<file path="src/rtl/smul_pkg.sv">
package smul_pkg;

  // A partial product a_i * x_j has negative weight when exactly one of
  // the two indices addresses a sign bit.
  function automatic bit pp_is_negative(input int i, input int j, input int n);
    return ((i == n - 1) != (j == n - 1));
  endfunction

endpackage

</file>
<file path="src/rtl/smul_fa.sv">
module smul_fa (
  input  logic in_a,
  input  logic in_b,
  input  logic in_c,
  output logic sum,
  output logic carry
);

  always_comb begin
    sum   = in_a ^ in_b ^ in_c;
    carry = (in_a & in_b) | (in_c & (in_a ^ in_b));
  end

endmodule

</file>
<file path="src/rtl/smul_ppgen.sv">
module smul_ppgen #(
  parameter int N = 5
) (
  input  logic [N-1:0]   mcand,
  input  logic [N-1:0]   mplier,
  output logic [N*N-1:0] pp      // row j, column i at index j*N+i
);
  import smul_pkg::*;

  for (genvar j = 0; j < N; j++) begin : g_row
    for (genvar i = 0; i < N; i++) begin : g_col
      if (pp_is_negative(i, j, N)) begin : g_neg
        // negative-weight bit travels complemented
        assign pp[j*N+i] = ~(mcand[i] & mplier[j]);
      end else begin : g_pos
        assign pp[j*N+i] = mcand[i] & mplier[j];
      end
    end
  end

endmodule

</file>
<file path="src/rtl/smul_csa_row.sv">
module smul_csa_row #(
  parameter int N = 5
) (
  input  logic [N-1:0] pp_row,
  input  logic [N-1:0] sum_in,
  input  logic [N-1:0] carry_in,
  output logic [N-1:0] sum_out,
  output logic [N-1:0] carry_out
);

  for (genvar i = 0; i < N; i++) begin : g_cell
    smul_fa u_fa (
      .in_a  (pp_row[i]),
      .in_b  (sum_in[i]),
      .in_c  (carry_in[i]),
      .sum   (sum_out[i]),
      .carry (carry_out[i])
    );
  end

endmodule

</file>
<file path="src/rtl/smul_ripple_row.sv">
module smul_ripple_row #(
  parameter int N = 5
) (
  input  logic [N-1:0] sum_vec,
  input  logic [N-1:0] carry_vec,
  input  logic         seed,
  output logic [N-1:0] result
);

  logic [N-1:0] chain;

  assign chain[0] = seed;

  for (genvar k = 0; k < N; k++) begin : g_bit
    if (k < N - 1) begin : g_full
      smul_fa u_fa (
        .in_a  (sum_vec[k]),
        .in_b  (carry_vec[k]),
        .in_c  (chain[k]),
        .sum   (result[k]),
        .carry (chain[k+1])
      );
    end else begin : g_top
      // carry leaving the top column is always zero in value; not formed
      assign result[k] = sum_vec[k] ^ carry_vec[k] ^ chain[k];
    end
  end

endmodule

</file>
<file path="src/rtl/smul_array.sv">
module smul_array #(
  parameter int N = 5
) (
  input  logic [N-1:0]   mcand,
  input  logic [N-1:0]   mplier,
  output logic [2*N-1:0] prod
);

  localparam int W = 2 * N;

  logic [N*N-1:0] pp;
  logic [N-1:0]   row_sum   [N];
  logic [N-1:0]   row_carry [N];
  logic [N-1:0]   upper;

  smul_ppgen #(.N(N)) u_ppgen (
    .mcand  (mcand),
    .mplier (mplier),
    .pp     (pp)
  );

  // Row 0 is the first partial product itself; no carries yet.
  assign row_sum[0]   = pp[N-1:0];
  assign row_carry[0] = '0;
  assign prod[0]      = row_sum[0][0];

  for (genvar j = 1; j < N; j++) begin : g_rows
    logic [N-1:0] shifted_sum;
    // sums move one column right; the empty top slot is a positive zero
    assign shifted_sum = {1'b0, row_sum[j-1][N-1:1]};

    smul_csa_row #(.N(N)) u_row (
      .pp_row    (pp[j*N +: N]),
      .sum_in    (shifted_sum),
      .carry_in  (row_carry[j-1]),
      .sum_out   (row_sum[j]),
      .carry_out (row_carry[j])
    );

    assign prod[j] = row_sum[j][0];
  end

  // Final merge: seed is a negative-weight zero (physical 1) so every
  // cell in the chain keeps a positive sum below the top column.
  smul_ripple_row #(.N(N)) u_merge (
    .sum_vec   ({1'b0, row_sum[N-1][N-1:1]}),
    .carry_vec (row_carry[N-1]),
    .seed      (1'b1),
    .result    (upper)
  );

  assign prod[W-2:N] = upper[N-2:0];
  assign prod[W-1]   = ~upper[N-1];   // top column leaves negative-weight form

endmodule

</file>
<file path="config.mk">
export PLATFORM = sky130hd
export DESIGN_NAME = smul_array
export DESIGN_NICKNAME = d
export VERILOG_FILES = /design/src/rtl/smul_pkg.sv /design/src/rtl/smul_fa.sv /design/src/rtl/smul_ppgen.sv /design/src/rtl/smul_csa_row.sv /design/src/rtl/smul_ripple_row.sv /design/src/rtl/smul_array.sv
export SDC_FILE = /design/constraint.sdc
export NUM_CORES = 1
export LEC_CHECK = 0
export CAP_MARGIN = 10
export CORE_AREA = 10 10 47 49
export DETAILED_ROUTE_END_ITERATION = 16
export DIE_AREA = 0 0 57 59
export PLACE_DENSITY_LB_ADDON = 0.1
export SLEW_MARGIN = 5
export SYNTH_ARGS = -nofsm -noshare
export SYNTH_HDL_FRONTEND = slang
export SYNTH_HIERARCHICAL = 1
export SYNTH_SLANG_ARGS = --single-unit
</file>
<file path="constraint.sdc">
create_clock -name vclk -period 9.9
set_input_delay 1.98 -clock vclk [all_inputs]
set_output_delay 1.98 -clock vclk [all_outputs]
set_load 0.01 [all_outputs]
</file>
==> results of run 1 <==
-- power breakdown --
group / total [mW] / switching, mW / internal (mW)
logic: 0.159 / 0.0659 / 0.0935
registers: 0 / 0 / 0
clock network: 0 / 0 / 0
total: 0.159 / 0.0659 / 0.0935
-- tightest hold or removal path, delay by kind of cell --
family | cells | cell delay (ns)
simple gates | 1 | 0.16
buf+inv | 2 | 0.94
-- through the flow --
step                      instances  power, mW  utilization
after floorplan                  62     0.0939            -
after global placement           98      0.161        0.646
after detailed placement         98      0.166        0.646
after CTS                        98      0.166        0.646
after global routing             98      0.179        0.646
final                            98      0.159        0.646
-- cells in the mapped netlist --
cell and instances:
sky130_fd_sc_hd__and2_1 17, sky130_fd_sc_hd__conb_1 2, sky130_fd_sc_hd__fa_1 24, sky130_fd_sc_hd__inv_1 1, sky130_fd_sc_hd__nand2_1 8, sky130_fd_sc_hd__xor3_1 1
-- layout make-up --
class | instances | area (um2) | area share
Multi-Input combinational cell | 61 | 682 | 0.753
Inverter | 1 | 3.75 | 0.00414
Timing Repair Buffer | 20 | 200 | 0.221
Tap cell | 16 | 20.0 | 0.0221
-- cell families (layout without fill, tap and decap cells) --
kind of cell,Yosys count,in the layout,synth area share
AND/OR/NAND/NOR,25,25,0.209
adder cells (fa/ha/maj),24,24,0.737
other,2,11,0.0115
XOR/XNOR,1,1,0.0365
buffers and inverters,1,21,0.00575
-- final timing paths --
| path | startpoint | to | slack, ns | depth (start not counted) |
|---|---|---|---|---|
| setup / recovery | mcand[4] | prod[9] | 0.93 | 13 |
| hold / removal | mplier[0] | prod[0] | 5.05 | 3 |
-- metal layers --
layer	vias to the layer above	global-route usage	wire length, um
met5	-	0	0
met4	0	0	0
met3	0	0.0107	63
met2	11	0.152	714
met1	235	0.0885	432
li1	205	-	-
==> flow_metrics.env, run 1 <==
export IMPL_hpwlAfterDp_mm=1.18
export IMPL_wl_per_cell_um=12.3
export IMPL_holdCritPathClass="primary input to primary output"
export IMPL_boundaryPins=20
export IMPL_diodes=0
export IMPL_critPathCaptureType="primary output"
export IMPL_critPathMostFrequentCell="sky130_fd_sc_hd__fa_1"
export IMPL_vdd_drop_max_mv=0.174
export IMPL_seqCellArea_um2=0
export IMPL_worst_ep_arrival_time_ns=6.99
export IMPL_path_max_fanout=5
export IMPL_timing_fmax_ghz=0.111
export IMPL_mostFrequentLayoutCell="sky130_fd_sc_hd__fa_1"
export IMPL_rsz0062_at_grt="false"
export IMPL_drt_drc_violations_left=0
export IMPL_antenna_found_initial=0
export IMPL_cts_hold_buf=0
export IMPL_total_negative_setup_slacks_ns=0
export IMPL_cts_setup_buffers=0
export IMPL_drv_max_cap_violation_count=0
export IMPL_synth_top_area_cell="sky130_fd_sc_hd__fa_1"
export IMPL_grt_first_pass_wirelength_mm=2.26
export IMPL_first_iter_violations=0
export IMPL_final_cell_mix="24 x sky130_fd_sc_hd__fa_1, 20 x sky130_fd_sc_hd__clkdlybuf4s50_1, 17 x sky130_fd_sc_hd__and2_1, 11 x sky130_fd_sc_hd__conb_1, 8 x sky130_fd_sc_hd__nand2_1"
export IMPL_timing_critical_path_cells="clkdlybuf4s50_1 -> nand2_1 -> fa_1 -> fa_1 -> fa_1 -> fa_1 -> fa_1 -> fa_1 -> fa_1 -> fa_1 -> xor3_1 -> inv_1 -> clkdlybuf4s50_1"
export IMPL_post_synth_cell_area_avg_um2=12.3
export IMPL_clock_buffer_count=0
export IMPL_gr_usage_all_layers=0.0764
export IMPL_die_height_um=59
export IMPL_port_buffers=20
export IMPL_gp_congestion=0.717
export IMPL_timing_hold_violations_final=0
export IMPL_finalInstanceArea_um2=906
export IMPL_power_density_nw_per_um2=176
export IMPL_critical_path_slowest_cell="sky130_fd_sc_hd__clkdlybuf4s50_1"
export IMPL_final_antenna_net_count=0
export IMPL_pre_cts_ws_ns=0.877
export IMPL_netlist_area_leader_share=0.737
export IMPL_detail_route_first_pass_iterations=1
export IMPL_grt_start_max_net_pins=6
export IMPL_die_area_um2=3360
export IMPL_critical_path_startpoint_type="primary input"
export IMPL_floorplan_initialDensity=0.465
export IMPL_largest_delay_contributor_family_on_the_critical_path="adder cells"
export IMPL_num_nets_final=118
export IMPL_synth_yosys_seq_area_share=0
export IMPL_critPathRequiredTime_ns=7.92
export IMPL_crit_buf_inv=3
export IMPL_setup_viol_count_final=0
export IMPL_syn_to_final_growth_pct=39.0
export IMPL_ys_top_cells_by_area="sky130_fd_sc_hd__fa_1 74%, sky130_fd_sc_hd__and2_1 16%, sky130_fd_sc_hd__nand2_1 4.6%, sky130_fd_sc_hd__xor3_1 3.6%, sky130_fd_sc_hd__conb_1 1.2%"
export IMPL_sequential_cells=0
export IMPL_ys_warn_count=6
export IMPL_cell_rows=14
export IMPL_first_global_vias=521
export IMPL_placeableCoreArea_um2=1400
export IMPL_wl_mm=1.21
export IMPL_leakagePower_nw=0.382
export IMPL_post_route_cells_drive_above_1_share=0
export IMPL_die_boundary_width_um=57
export IMPL_synth_cells=53
export IMPL_avgViaCountPerCell=4.60
export IMPL_fillers=124
export IMPL_drv_slew=0
export IMPL_cts_resized=0
export IMPL_grt_remaining_overflow=0
export IMPL_holdWs_ns=5.05
export IMPL_crit_path_max_incr_delay_ns=0.55
export IMPL_outcome="finished clean"
export IMPL_final_period_utilization=0.906
export IMPL_setup_ws_ns=0.931
export IMPL_dr_total_vias=451
export IMPL_synth_cell_area_um2=652
export IMPL_worst_setup_path_type="primary input to primary output"
export IMPL_synth_cell_types=6
export IMPL_fin_crit_period_ns=8.97
export IMPL_placedInstanceArea_um2=906
No activity file was read; power rests on OpenSTA's default activity.
==> inputs of run 2 (changes only) <==
--- a/config.mk
+++ b/config.mk
@@ -9,6 +9,7 @@
 export CORE_AREA = 10 10 47 49
 export DETAILED_ROUTE_END_ITERATION = 16
 export DIE_AREA = 0 0 57 59
+export GPL_ROUTABILITY_DRIVEN = 0
 export PLACE_DENSITY_LB_ADDON = 0.1
 export SLEW_MARGIN = 5
 export SYNTH_ARGS = -nofsm -noshare
==> results of run 2 <==
Final layout, timing and power as in run 1 (identical DEF).
